**src/rtl/win_pkg.sv**
```systemverilog
package win_pkg;

   typedef enum logic [2:0] {
      OP_SAVE     = 3'd0,
      OP_RESTORE  = 3'd1,
      OP_FLUSH    = 3'd2,
      OP_SAVED    = 3'd3,
      OP_RESTORED = 3'd4
   } win_op_e;

   typedef enum logic [2:0] {
      SEL_CANSAVE = 3'd0,
      SEL_CANREST = 3'd1,
      SEL_CLEAN   = 3'd2,
      SEL_OTHER   = 3'd3,
      SEL_WSTATE  = 3'd4,
      SEL_PTR     = 3'd5
   } win_sel_e;

   localparam int WSW = 6;

endpackage

```
**src/rtl/win_trapcode.sv**
```systemverilog
module win_trapcode
   import win_pkg::*;
#(
   parameter int TTW        = 9,
   parameter int SPILL_BASE = 'h080,
   parameter int FILL_BASE  = 'h0C0,
   parameter int CLEAN_CODE = 'h024,
   parameter int OTHER_FLAG = 'h020
) (
   input  logic [WSW-1:0] wstate,
   input  logic           other_nz,
   input  logic           is_fill,
   input  logic           is_clean,
   output logic [TTW-1:0] tt
);

   logic [TTW-1:0] variant;
   logic [TTW-1:0] base;

   always_comb begin
      variant = '0;
      if (other_nz) begin
         variant      = TTW'(OTHER_FLAG);
         variant[4:2] = wstate[5:3];
      end else begin
         variant[4:2] = wstate[2:0];
      end
      base = is_fill ? TTW'(FILL_BASE) : TTW'(SPILL_BASE);
      tt   = is_clean ? TTW'(CLEAN_CODE) : (base | variant);
   end

endmodule

```
**src/rtl/win_ptr.sv**
```systemverilog
module win_ptr #(
   parameter int NWIN = 8,
   parameter int DW   = 8,
   localparam int CW  = $clog2(NWIN)
) (
   input  logic          clk,
   input  logic          rst_n,
   input  logic          step_dn,
   input  logic          step_up,
   input  logic          ld,
   input  logic [DW-1:0] ld_data,
   output logic [CW-1:0] cwp,
   output logic [CW-1:0] arch_cwp
);

   localparam logic [CW-1:0] TOP = CW'(NWIN - 1);

   logic [CW-1:0] ptr_q;
   logic [CW-1:0] dn_nxt;
   logic [CW-1:0] up_nxt;
   logic [DW-1:0] red;

   generate
      if ((NWIN & (NWIN - 1)) == 0) begin : g_pow2
         assign dn_nxt = ptr_q - 1'b1;
         assign up_nxt = ptr_q + 1'b1;
      end else begin : g_cmp
         assign dn_nxt = (ptr_q == '0)  ? TOP : ptr_q - 1'b1;
         assign up_nxt = (ptr_q == TOP) ? '0  : ptr_q + 1'b1;
      end
   endgenerate

   assign red = ld_data % DW'(NWIN);

   always_ff @(posedge clk) begin
      if (!rst_n)       ptr_q <= '0;
      else if (ld)      ptr_q <= TOP - red[CW-1:0];
      else if (step_dn) ptr_q <= dn_nxt;
      else if (step_up) ptr_q <= up_nxt;
   end

   assign cwp      = ptr_q;
   assign arch_cwp = TOP - ptr_q;

endmodule

```
**src/rtl/win_counters.sv**
```systemverilog
module win_counters
   import win_pkg::*;
#(
   parameter int NWIN = 8,
   parameter int DW   = 8,
   localparam int CW  = $clog2(NWIN)
) (
   input  logic           clk,
   input  logic           rst_n,
   input  logic           save_go,
   input  logic           restore_go,
   input  logic           saved_go,
   input  logic           restored_go,
   input  logic           ld_en,
   input  logic [2:0]     ld_sel,
   input  logic [DW-1:0]  ld_data,
   output logic [CW-1:0]  cansave,
   output logic [CW-1:0]  canrestore,
   output logic [CW-1:0]  cleanwin,
   output logic [CW-1:0]  otherwin,
   output logic [WSW-1:0] wstate
);

   localparam logic [CW-1:0] TOP = CW'(NWIN - 1);

   logic [CW-1:0]  cs_q, cr_q, cw_q, ow_q;
   logic [WSW-1:0] ws_q;
   logic           ow_nz;

   assign ow_nz = (ow_q != '0);

   always_ff @(posedge clk) begin
      if (!rst_n) begin
         cs_q <= CW'(NWIN - 2);
         cr_q <= '0;
         cw_q <= TOP;
         ow_q <= '0;
         ws_q <= '0;
      end else if (ld_en) begin
         case (win_sel_e'(ld_sel))
            SEL_CANSAVE: cs_q <= ld_data[CW-1:0];
            SEL_CANREST: cr_q <= ld_data[CW-1:0];
            SEL_CLEAN:   cw_q <= ld_data[CW-1:0];
            SEL_OTHER:   ow_q <= ld_data[CW-1:0];
            SEL_WSTATE:  ws_q <= ld_data[WSW-1:0];
            default:     ;
         endcase
      end else if (save_go) begin
         cs_q <= cs_q - 1'b1;
         cr_q <= cr_q + 1'b1;
      end else if (restore_go) begin
         cs_q <= cs_q + 1'b1;
         cr_q <= cr_q - 1'b1;
      end else if (saved_go) begin
         cs_q <= cs_q + 1'b1;
         if (ow_nz) ow_q <= ow_q - 1'b1;
         else       cr_q <= cr_q - 1'b1;
      end else if (restored_go) begin
         cr_q <= cr_q + 1'b1;
         if (cw_q < TOP) cw_q <= cw_q + 1'b1;
         if (ow_nz) ow_q <= ow_q - 1'b1;
         else       cs_q <= cs_q - 1'b1;
      end
   end

   assign cansave    = cs_q;
   assign canrestore = cr_q;
   assign cleanwin   = cw_q;
   assign otherwin   = ow_q;
   assign wstate     = ws_q;

endmodule

```
**src/rtl/win_tracker.sv**
```systemverilog
module win_tracker
   import win_pkg::*;
#(
   parameter int NWIN = 8,
   parameter int DW   = 8,
   parameter int TTW  = 9,
   localparam int CW  = $clog2(NWIN)
) (
   input  logic           clk,
   input  logic           rst_n,
   input  logic           cmd_valid,
   input  logic [2:0]     cmd_op,
   input  logic           wr_en,
   input  logic [2:0]     wr_sel,
   input  logic [DW-1:0]  wr_data,
   output logic [CW-1:0]  cansave,
   output logic [CW-1:0]  canrestore,
   output logic [CW-1:0]  cleanwin,
   output logic [CW-1:0]  otherwin,
   output logic [5:0]     wstate,
   output logic [CW-1:0]  cwp,
   output logic [CW-1:0]  arch_cwp,
   output logic           trap_valid,
   output logic [TTW-1:0] trap_type
);

   generate
      if (NWIN < 3) begin : g_bad_nwin
         $error("win_tracker: NWIN must be at least 3");
      end
      if (DW < WSW || DW < CW) begin : g_bad_dw
         $error("win_tracker: DW too narrow for the loaded fields");
      end
      if (TTW < 8) begin : g_bad_ttw
         $error("win_tracker: TTW must be at least 8");
      end
   endgenerate

   localparam logic [CW-1:0] FLUSH_OK = CW'(NWIN - 2);

   logic           go;
   logic           save_go, restore_go, saved_go, restored_go;
   logic           trap_now, is_fill, is_clean;
   logic [TTW-1:0] tt;
   logic           trap_q;
   logic [TTW-1:0] tt_q;

   assign go = cmd_valid && !wr_en;

   always_comb begin
      save_go     = 1'b0;
      restore_go  = 1'b0;
      saved_go    = 1'b0;
      restored_go = 1'b0;
      trap_now    = 1'b0;
      is_fill     = 1'b0;
      is_clean    = 1'b0;
      if (go) begin
         case (win_op_e'(cmd_op))
            OP_SAVE: begin
               if (cansave == '0) begin
                  trap_now = 1'b1;
               end else if (cleanwin == canrestore) begin
                  trap_now = 1'b1;
                  is_clean = 1'b1;
               end else begin
                  save_go = 1'b1;
               end
            end
            OP_RESTORE: begin
               if (canrestore == '0) begin
                  trap_now = 1'b1;
                  is_fill  = 1'b1;
               end else begin
                  restore_go = 1'b1;
               end
            end
            OP_FLUSH:    trap_now    = (cansave != FLUSH_OK);
            OP_SAVED:    saved_go    = 1'b1;
            OP_RESTORED: restored_go = 1'b1;
            default:     ;
         endcase
      end
   end

   win_counters #(.NWIN(NWIN), .DW(DW)) u_cnt (
      .clk        (clk),
      .rst_n      (rst_n),
      .save_go    (save_go),
      .restore_go (restore_go),
      .saved_go   (saved_go),
      .restored_go(restored_go),
      .ld_en      (wr_en),
      .ld_sel     (wr_sel),
      .ld_data    (wr_data),
      .cansave    (cansave),
      .canrestore (canrestore),
      .cleanwin   (cleanwin),
      .otherwin   (otherwin),
      .wstate     (wstate)
   );

   win_ptr #(.NWIN(NWIN), .DW(DW)) u_ptr (
      .clk     (clk),
      .rst_n   (rst_n),
      .step_dn (save_go),
      .step_up (restore_go),
      .ld      (wr_en && (wr_sel == SEL_PTR)),
      .ld_data (wr_data),
      .cwp     (cwp),
      .arch_cwp(arch_cwp)
   );

   win_trapcode #(.TTW(TTW)) u_tt (
      .wstate  (wstate),
      .other_nz(otherwin != '0),
      .is_fill (is_fill),
      .is_clean(is_clean),
      .tt      (tt)
   );

   always_ff @(posedge clk) begin
      if (!rst_n) begin
         trap_q <= 1'b0;
         tt_q   <= '0;
      end else begin
         trap_q <= trap_now;
         if (trap_now) tt_q <= tt;
      end
   end

   assign trap_valid = trap_q;
   assign trap_type  = tt_q;

endmodule

```
**config.mk**
```make
export PLATFORM = sky130hd
export DESIGN_NAME = win_tracker
export DESIGN_NICKNAME = d
export VERILOG_FILES = /design/src/rtl/win_pkg.sv /design/src/rtl/win_trapcode.sv /design/src/rtl/win_ptr.sv /design/src/rtl/win_counters.sv /design/src/rtl/win_tracker.sv
export SDC_FILE = /design/constraint.sdc
export NUM_CORES = 1
export LEC_CHECK = 0
export ABC_AREA = 1
export BUFFER_PORTS_ARGS = -buffer_cell sky130_fd_sc_hd__buf_2
export CAP_MARGIN = 20
export CELL_PAD_IN_SITES_DETAIL_PLACEMENT = 0
export CELL_PAD_IN_SITES_GLOBAL_PLACEMENT = 2
export CORE_ASPECT_RATIO = 1.5
export CORE_MARGIN = 2
export CORE_UTILIZATION = 31
export CTS_BUF_LIST = sky130_fd_sc_hd__clkbuf_4 sky130_fd_sc_hd__clkbuf_8
export DETAILED_ROUTE_END_ITERATION = 6
export PLACE_DENSITY = 0.95
export SLEW_MARGIN = 10
export SYNTH_ARGS = -nofsm -noshare
export SYNTH_HDL_FRONTEND = slang
export SYNTH_SLANG_ARGS = --single-unit
```
**constraint.sdc**
```tcl
create_clock -name clk -period 4.8 [get_ports clk]
set_clock_uncertainty 0.15 [all_clocks]
set_input_delay 1.2 -clock clk [delete_from_list [all_inputs] [get_ports clk]]
set_output_delay 1.2 -clock clk [all_outputs]
set_load 0.02 [all_outputs]
```
After elaboration in Yosys (flattened, before gate mapping)
Cells that the tools add are included.

operators by class
  add/sub/neg operators = 10
  $lt $le $gt $ge = 1
  equal/unequal tests = 20
  multiplexer cells = 56
  bitwise operators = 1
  reduce and logical (&&, ||, !) cells = 18

operator list
  operator               number
  $mux W3                32
  $mux W1                21
  $add A3 B1 Y3 const B  4
  $eq A3 B2 Y1 const B   4
  $logic_not A3 Y1       4
  $sub A3 B1 Y3 const B  4
  $ne A5 B5 Y1 const B   2
  $eq A3 B3 Y1 const B   3
  $mux W9                1
  $or A9 B6 Y9           1
  $reduce_bool A3 Y1     3
  $ne A2 B1 Y1 const B   4
  $mux W7                1
  $eq A3 B1 Y1 const B   2
  $ne A2 B2 Y1 const B   3
  $reduce_and A3 Y1      2
  $reduce_and A6 Y1      1
  $sub A3 B3 Y3 const A  2
  $reduce_bool A5 Y1     1
  $reduce_and A4 Y1      1
  $reduce_bool A2 Y1     2
  $eq A3 B3 Y1           1
  $lt A3 B3 Y1 const B   1
  $ne A3 B3 Y1 const B   1
  4 further kinds        5

word-level totals
  flip-flop bits (word level) = 31
  input bits = 18
  output and inout bits = 34

Logic depth before layout (Yosys ltp)
Gate-level depths: netlist of the first run.

  depth after elaboration = 8
  depth in mapped cells = 13
  mapped depth without buffers = 13

Cells and area by module
Synthesis of the first run repeated with hierarchy kept, for this count alone.

second synthesis, totals
  cells, all modules = 350
  area total of the unflattened synthesis = 2248.4 um^2

modules (own cells, without submodules)
  module        instances  cells each  area an instance (um^2)  sequential area each (um^2)
  win_counters  1          187         1212.4                   360.3
  win_tracker   1          107         716.9                    200.2
  win_ptr       1          34          224.0                    60.1
  win_trapcode  1          22          95.1                     0.0

Worst setup path before layout of the first run
Ideal clock, no wire load.

  path type = input to register
  from = in wr_en
  to = reg u_ptr.ptr_q[2], in the netlist u_ptr.cwp[2]
  setup time = 0.128 ns
  arrival = 2.607 ns
  required time = 4.522 ns
  setup slack = 1.916 ns
  stages = 12
  cells stage by stage = buf_6 clkinv_8 nand2_4 nor3_4 nand2_2 fa_1 xor2_1 inv_1 nand2_1 a21oi_1 nor2_1 nor2_1

between the ends
  word-level cells in the longest chain between the ends = 5

ends and longest elaborated chain
  item                  line               RTL
  from (decl)           win_tracker.sv:13  input logic wr_en,
  $logic_not A1 Y1      win_tracker.sv:48  assign go = cmd_valid && !wr_en;
  $logic_and A1 B1 Y1   win_tracker.sv:48
  $mux W1               win_tracker.sv:58  if (go) begin
  $mux W3               win_ptr.sv:38      else if (step_dn) ptr_q <= dn_nxt;
  $mux W3               win_ptr.sv:37      else if (ld) ptr_q <= TOP - red[CW-1:0];
  to (signal assigned)  win_ptr.sv:37
  to (signal assigned)  win_ptr.sv:38
  to (signal assigned)  win_ptr.sv:39      else if (step_up) ptr_q <= up_nxt;
  to (decl)             win_ptr.sv:18      logic [CW-1:0] ptr_q;

Several ways; a longest one is shown, not always the timed one.
A chain may end at the register's enable or synchronous reset.

Worst setup path in the final report of the first run
Ends and elaborated chain as after synthesis.

==> impl_metrics.ini, run 1 <==
[logic_synthesis]
yosys.area.top_type_share = 0.286
syn_inst = 286
synth_ff_type = dfxtp_1
yosys.area_share.adder = 0.0741
yosysSeqAreaShare = 0.286
yosys-top-cells-area = dfxtp_1 29%, nand2_1 14%, inv_1 6.5%
synth_top_area_cell = dfxtp_1
synth_compound_area_frac = 0.131
synthMuxAreaShare = 0
synth_xor_area_frac = 0.0351
ys_seq_elements = 28
yosys_warnings = 0
synth_top_family_by_area = simple AND/OR/NAND/NOR gates
synthDistinctLibCells = 34
synth_edf_count = 0
avgSynthCellArea_um2 = 6.85
synth_area_um2 = 1960
synth_simple_gate_area_frac = 0.363
synthArstFlopShare = 0

[die]
ioPinCount = 52
start_util = 0.320
die-area_um2 = 6990
rows = 35
coreArea_um2 = 6130
chipWidth_um = 68.9
die_h_um = 101

[global_routing]
grt_pass1_wl_mm = 8.05
grt.total_usage = 0.150
antenna_found_initial = 0
grt_max_degree = 19
grt_pass1_vias = 1699
overflow = 0

[setup_path]
worstPathMaxFanout = 17
cp.depth = 11
cp.arrival_ns = 2.95
crit_top_cell = nor2_1
crit_path_max_incr_delay_ns = 0.39
worstSetupPathType = in2reg
path_cells = buf_2 > clkinv_8 > nand2_4 > nor3_4 > nand2_2 > fa_1 > xor2_1 > nand3_1 > a21oi_1 > nor2_1 > nor2_1
crit_required_ns = 4.87
crit_path_start_kind = primary input
worstSetupEndpointType = flip-flop
crit_family = simple AND/OR/NAND/NOR gates
path_buf_inv = 2
critPathSlowestCell = fa_1
reg2regPathDepth = 12

[placement]
gp_congestion = 0.818
dpl_worst_slack_ns = 1.62
dp_hpwl_mm = 3.95
place_area_um2 = 2220
io_buffers = 46

[clock_network]
cts_tree = done
clk_pin_slew_ns = 0.10
cts_buffer_depth = 2
cts_inserted_buffers = 3
cts.sinks = 28
cts_setup_buffers = 0
cts_resized = 0
htree_levels = 1
cts_root_buf = clkbuf_8
cts_hold_buf = 0
clock_latency_ns = 0.28

[cells_and_area]
diodes = 0
nNetsFinal = 359
multiInputGateArea_um2 = 1190
syn2layout_area_growth_pct = 17.2
layout-drive-gt1-share = 0.228
final_util = 0.374
mostFrequentLayoutCells = 71 x nand2_1, 46 x buf_2, 34 x inv_1
seqCellArea_um2 = 561
final_common_cell = nand2_1
fill_cells = 727
postLayoutCellArea_um2 = 2300

[timing]
rsz0062_at_grt = no
worst_pin_slew_ns = 0.662
setup_viol = 0
drv_slew = 0
period_minus_slack_ns = 2.88
finalHoldViolCount = 0
hold_slack_ns = 0.315
period_share = 0.600
tns_ns = 0
slew_headroom = 0.554
fmax_mhz = 347
timing.final.ws_setup_ns = 1.92

[route]
viasPerCell = 4.67
ant_nets = 0
drtIter0Drc = 73
vias = 1882
drt_wl_total_mm = 4.91
dr.pass1.iters = 4
wire_per_inst_um = 12.2
drc = 0

[pwr]
powerDensity_nw_per_um2 = 264
leakagePower_nw = 1.21
irDropWorstVdd_mv = 0.112

[worst_hold_path]
hold_path_class = reg2reg
holdPathStages = 2

[flow_run]
max_cap_violations = 0

[run_status]
status = finished, final reports clean
[area by class of cell]
cell class | count | area share
sequential | 28 | 0.244
inverter | 36 | 0.0643
clock buffer | 3 | 0.0180
clock inverter | 1 | 0.0131
tap | 74 | 0.0403
multi-input combinational | 215 | 0.520
timing repair buffer | 46 | 0.100
[worst paths after layout]
path                          from           end  slack (ns)
hold / removal        trap_type[6]  trap_type[6]        0.31
setup reg to reg  u_cnt.cansave[0]  u_ptr.cwp[2]        2.44
hold reg to reg       trap_type[6]  trap_type[6]        0.31
setup / recovery             wr_en  u_ptr.cwp[2]        1.92
[Yosys cell counts, types with 4 or more instances]
library cell / instances
nand2_1: 71
inv_1: 34
dfxtp_1: 28
nor2_1: 28
nand3_1: 24
a21oi_1: 21
o21ai_0: 21
ha_1: 10
nand2_2: 7
nand2_4: 5
buf_4: 4
xnor2_1: 4
[power by group]
group / switching, W / total (W) / internal (W) / leakage, nW
clock: 0.0000802 / 0.000192 / 0.000112 / 0.0357
combinational: 0.000103 / 0.000157 / 0.0000542 / 0.946
sequential: 0.0000137 / 0.000258 / 0.000244 / 0.228
[worst register-to-register path, delay by kind of cell, from the launching register on]
family | cells | cell delay (ns)
AO/OA/AOI/OAI | 1 | 0.16
XOR/XNOR | 1 | 0.18
adder cells (fa/ha/maj) | 2 | 0.59
buffers and inverters | 2 | 0.17
flip-flops | 1 | 0.39
AND/OR/NAND/NOR | 6 | 0.66
[registers in the layout, summed over array words and instances, names as in the netlist]
name              cells
trap_type             6
u_cnt.cansave         3
trap_valid            1
u_cnt.wstate          6
u_cnt.otherwin        3
u_cnt.cleanwin        3
u_cnt.canrestore      3
u_ptr.cwp             3
[cell families (layout without fill, tap and decap cells)]
logic type,Yosys count,count (layout)
AND/OR/NAND/NOR,147,147
AO/OA/AOI/OAI,47,47
buffers and inverters,45,86
flip-flops,28,28
adder cells (fa/ha/maj),11,11
XOR/XNOR,7,7
other,1,3
[metal layers]
metal	track usage	vias to the layer above	share of wire
met3	0.0178	7	0.037
met5	0	-	0
met4	0.0483	0	0.016
li1	-	995	-
met1	0.194	842	0.45
met2	0.255	38	0.49
[per-stage QoR]
stage / power [W] / std cells
final: 0.000607 / 403
after CTS: 0.000616 / 403
after detailed placement: 0.000422 / 399
after global placement: 0.000421 / 399
after floorplan: 0.000380 / 288
after global routing: 0.000647 / 403
No activity file was read; power rests on OpenSTA's default activity.
==> inputs of run 2 (changes only) <==
CORE_UTILIZATION = 29   (was 31)
PLACE_DENSITY = 0.92   (was 0.95)
clock period = 2.8 ns   (was 4.8 ns; I/O delays follow)
==> run 2 against run 1 <==
Net effect: sequential share of layout area shrank 0.26 points; critical path depth increased by 1; non-clock buffer count rose by 3; final cell count grew 1.2%; register-to-register slack got worse by 2.0 ns; count of clock-buffer cells in the layout unchanged; combinational power rose by 75%; worst setup slack lost 1.5 ns; core utilization fell by 1.9 points; routed wire length up 3.1%; total power rose by 73%; critical path type is now reg2reg.
==> impl_metrics.ini, run 2 (synthesis gave the netlist of run 1 again) <==
[setup_path]
worstPathMaxFanout = 4
worstSetupEndpointType = flip-flop
crit_required_ns = 2.87
worstSetupPathType = reg2reg
cp.arrival_ns = 2.45
crit_path_start_kind = flip-flop

[timing]
rsz0062_at_grt = no
setup_viol = 0
tns_ns = 0
fmax_mhz = 421
finalHoldViolCount = 0
drv_slew = 0
period_minus_slack_ns = 2.38
hold_slack_ns = 0.313
period_share = 0.849

[route]
met3WireLength_um = 157
drt_wl_total_mm = 5.06
drc = 0
top_layer_used = met4
drtIter0Drc = 70
wl_met1_mm = 2.26
vias = 1851
dr.pass1.iters = 4
wl_met2_mm = 2.55
ant_nets = 0
viasPerCell = 4.54
wire_per_inst_um = 12.4

[die]
rows = 36
ioPinCount = 52
chipWidth_um = 71.1
start_util = 0.300
die_h_um = 105
coreArea_um2 = 6530
die-area_um2 = 7440

[clock_network]
cts_tree = done
cts_buffer_depth = 2
cts_setup_buffers = 0
clock_latency_ns = 0.28
cts_resized = 0
cts_root_buf = clkbuf_8
htree_levels = 1
cts_inserted_buffers = 3
cts_hold_buf = 0
cts.sinks = 28
clk_pin_slew_ns = 0.10

[placement]
gp_congestion = 0.825
place_area_um2 = 2250
io_buffers = 46
place_inst = 404
dp_hpwl_mm = 4.02

[pwr]
netSwitchingFraction = 0.325
comb_power_share = 0.262
leakagePower_nw = 1.22
seqPwrFrac = 0.423
powerDensity_nw_per_um2 = 451
internal_power_w = 0.000707
switchingPower_w = 0.000340
power_frac_clock = 0.316
irDropWorstVdd_mv = 0.189

[run_status]
status = finished, final reports clean

[cells_and_area]
mostFrequentLayoutCells = 71 x nand2_1, 46 x buf_2, 34 x inv_1
nNetsFinal = 362
layout.cells.non_filler = 408
syn2layout_area_growth_pct = 18.5
diodes = 0
final_util = 0.355
postLayoutCellArea_um2 = 2320
fill_cells = 727
final_common_cell = nand2_1
layout-drive-gt1-share = 0.235

[flow_run]
max_cap_violations = 0

[global_routing]
grt_max_degree = 19
antenna_found_initial = 0
grt_pass1_vias = 1781
grt_pass1_wl_mm = 8.50
overflow = 0
grt.total_usage = 0.141

[worst_hold_path]
hold_path_class = reg2reg
## run 2: path summary, 6_finish.rpt
kind,slack (ns),startpoint,cells past startpoint,to
worst min-delay path,0.31,trap_type[6],2,trap_type[6]
worst min register to register,0.31,trap_type[6],2,trap_type[6]
worst max register to register,0.42,u_cnt.cansave[0],12,u_ptr.cwp[2]
worst max-delay path,0.42,u_cnt.cansave[0],12,u_ptr.cwp[2]
## run 2: layout make-up
class	count	area [um^2]	share of cell area
Clock buffer	3	41.3	0.0178
Clock inverter	1	30.0	0.0129
Inverter	36	148	0.0636
Multi-Input combinational cell	215	1190	0.514
Sequential cell	28	561	0.242
Tap cell	76	95.1	0.0410
Timing Repair Buffer	49	253	0.109
## run 2: power groups by stage
stage               logic, W  clock network [W]  registers [W]
finish              0.000274           0.000330       0.000443
global route        0.000311           0.000353       0.000447
CTS                 0.000277           0.000341       0.000443
detailed placement  0.000276                  0       0.000452
global placement    0.000274                  0       0.000452
floorplan           0.000178                  0       0.000473
## run 2: worst max-delay path: stages, from the launching register on
cell     delay (ns)
dfxtp_1        0.39
inv_1          0.11
ha_1           0.21
inv_1          0.06
nor2_2         0.06
nor3_4         0.26
nand2_2        0.13
fa_1           0.39
xor2_1         0.18
nand3_1        0.10
a21oi_1        0.15
nor2_1         0.05
nor2_1         0.08
## run 2: routing by layer
layer | vias up | GRT usage
li1 | 994 | -
met1 | 817 | 0.178
met2 | 33 | 0.241
met3 | 7 | 0.0203
met4 | 0 | 0.0512
met5 | - | 0
## run 2: stage by stage
stage	setup WS, ns	power [W]
after floorplan	0.416	0.000651
after global placement	0.243	0.000727
after detailed placement	0.220	0.000728
after CTS	0.409	0.00106
after global routing	0.125	0.00111
final	0.423	0.00105
==> inputs of run 3 (changes only) <==
CORE_UTILIZATION = 26   (was 29)
PLACE_DENSITY = 0.87   (was 0.92)
clock period = 2 ns   (was 2.8 ns; I/O delays follow)
==> run 3 against run 2 <==
Net effect: the flow now finishes with violations (setup timing); first-iteration DRC count is 37% higher; sequential share of layout area is 2.5 points lower; fmax is 19% higher; worst hold slack worse by 0.035 ns; core utilization is 0.46 points higher; routed wire length is 7.4% higher; clock power is 45% higher; combinational power is 69% higher; register-to-register slack worse by 0.42 ns.
==> impl_metrics.ini, run 3 (synthesis gave the netlist of run 1 again) <==
[flow_run]
max_cap_violations = 0

[cells_and_area]
diodes = 0
syn2layout_area_growth_pct = 33.7
layout-drive-gt1-share = 0.320
mostFrequentLayoutCells = 71 x nand2_1, 46 x buf_2, 33 x buf_4
final_common_cell = nand2_1
nNetsFinal = 392

[setup_path]
worstSetupEndpointType = flip-flop
crit_family = simple AND/OR/NAND/NOR gates
path_cells = inv_4 > ha_4 > inv_4 > nor2_4 > nor3_4 > nand2_2 > fa_2 > xor2_2 > inv_1 > nand2_1 > a21oi_1 > nor2_1 > nor2_1
crit_path_max_incr_delay_ns = 0.37
worstPathMaxFanout = 3
crit_required_ns = 2.03
worstSetupPathType = reg2reg
crit_path_start_kind = flip-flop
path_buf_inv = 3
cp.arrival_ns = 2.03
critPathSlowestCell = dfxtp_4

[route]
drtIter0Drc = 96
viasPerCell = 4.32
ant_nets = 0
dr.pass1.iters = 4
vias = 1994
drc = 0
wire_per_inst_um = 11.8
drt_wl_total_mm = 5.43

[pwr]
leakagePower_nw = 1.37
powerDensity_nw_per_um2 = 592
irDropWorstVdd_mv = 0.275

[global_routing]
met2_usage = 0.246
overflow = 0
grt_pass1_wl_mm = 8.87
grt_max_degree = 18
grtUsageMet3 = 0.0182
top_usage_layer = met2
grt_util_met1 = 0.166
grt_pass1_vias = 1909
grt.total_usage = 0.142
antenna_found_initial = 0

[timing]
setup_viol = 1
finalHoldViolCount = 0
worst_pin_slew_ns = 0.789
period_minus_slack_ns = 2.00
fmax_mhz = 500
timing.final.ws_setup_ns = -0.000512
slew_headroom = 0.469
rsz0062_at_grt = yes
drv_slew = 0
tns_ns = -0.000512
period_share = 1.00

[placement]
gp_congestion = 0.838
io_buffers = 46
dp_hpwl_mm = 4.47
dpl_worst_slack_ns = -0.226

[die]
chipWidth_um = 74.9
die_h_um = 110
rows = 38
ioPinCount = 52
start_util = 0.269
die-area_um2 = 8260
coreArea_um2 = 7270

[clock_network]
cts_tree = done
cts_inserted_buffers = 3
cts.sinks = 28
clock_latency_ns = 0.30
cts_buffer_depth = 2
htree_levels = 1
cts_hold_buf = 0
clk_pin_slew_ns = 0.11
cts_root_buf = clkbuf_8

[run_status]
status = finished, violations left
violations = setup timing

[worst_hold_path]
hold_path_class = in2reg
==> run 3: cell count changes in the layout (fill, tap and decap cells not counted), moves of 2 or more <==
cell / previous run / this run
buf_4: 3 / 33
dfxtp_1: 28 / 26
dfxtp_4: 0 / 2
inv_1: 34 / 31
inv_4: 0 / 3
==> run 3: repair_timing <==
item,in CTS,in global routing
pin swaps,5,0
buffers inserted,1,0
endpoints found under the setup margin,1,6
gates resized for setup,0,2
==> run 3: power breakdown <==
| part | switching (W) | internal [W] | total (W) | leakage, nW |
|---|---|---|---|---|
| registers | 0.0000235 | 0.000587 | 0.000610 | 0.229 |
| clock network | 0.000209 | 0.000269 | 0.000479 | 0.0357 |
| logic | 0.000277 | 0.000185 | 0.000462 | 1.11 |
| total | 0.000510 | 0.00104 | 0.00155 | 1.37 |
==> run 3: per-layer routing <==
metal | up-vias | wire length [um]
li1 | 1062 | -
met1 | 888 | 2250
met2 | 35 | 2830
met3 | 9 | 178
met4 | 0 | 169
met5 | - | 0
==> run 3: worst register-to-register path: cells and delay by family, from the launching register on <==
kind | cells | cell delay (ns)
XOR/XNOR | 1 | 0.15
flip-flops | 1 | 0.37
AND/OR/NAND/NOR | 6 | 0.51
adder cells (fa/ha/maj) | 2 | 0.50
AO/OA/AOI/OAI | 1 | 0.06
buffers and inverters | 3 | 0.15
==> run 3: final timing paths <==
path                                        from               to  slack, ns  cells past startpoint
worst max-delay path            u_cnt.cansave[1]     u_ptr.cwp[2]    -0.0005                     13
worst max register to register  u_cnt.cansave[1]     u_ptr.cwp[2]    -0.0005                     13
worst min register to register      trap_type[4]     trap_type[4]       0.31                      2
worst min-delay path                  wr_data[3]  u_cnt.wstate[3]       0.28                      3
==> run 3: through the flow <==
| step | utilization | instances | hold slack [ns] | cell area, um^2 | total power (W) |
|---|---|---|---|---|---|
| after floorplan | - | 288 | 0.386 | 2010 | 0.000926 |
| after global placement | 0.348 | 457 | 0.297 | 2530 | 0.00109 |
| after detailed placement | 0.348 | 457 | 0.305 | 2530 | 0.00109 |
| after CTS | 0.359 | 462 | 0.275 | 2610 | 0.00158 |
| after global routing | 0.360 | 462 | 0.285 | 2620 | 0.00166 |
| final | 0.360 | 462 | 0.277 | 2620 | 0.00155 |
==> run 3: area by class of cell <==
| type | instances | area (um^2) |
|---|---|---|
| clock inverters | 1 | 30.0 |
| flip-flops and latches | 28 | 568 |
| repair buffers | 79 | 478 |
| clock buffers | 3 | 41.3 |
| fillers | 806 | 4660 |
| well taps | 100 | 125 |
| inverters | 36 | 155 |
| multi-input cells | 215 | 1220 |
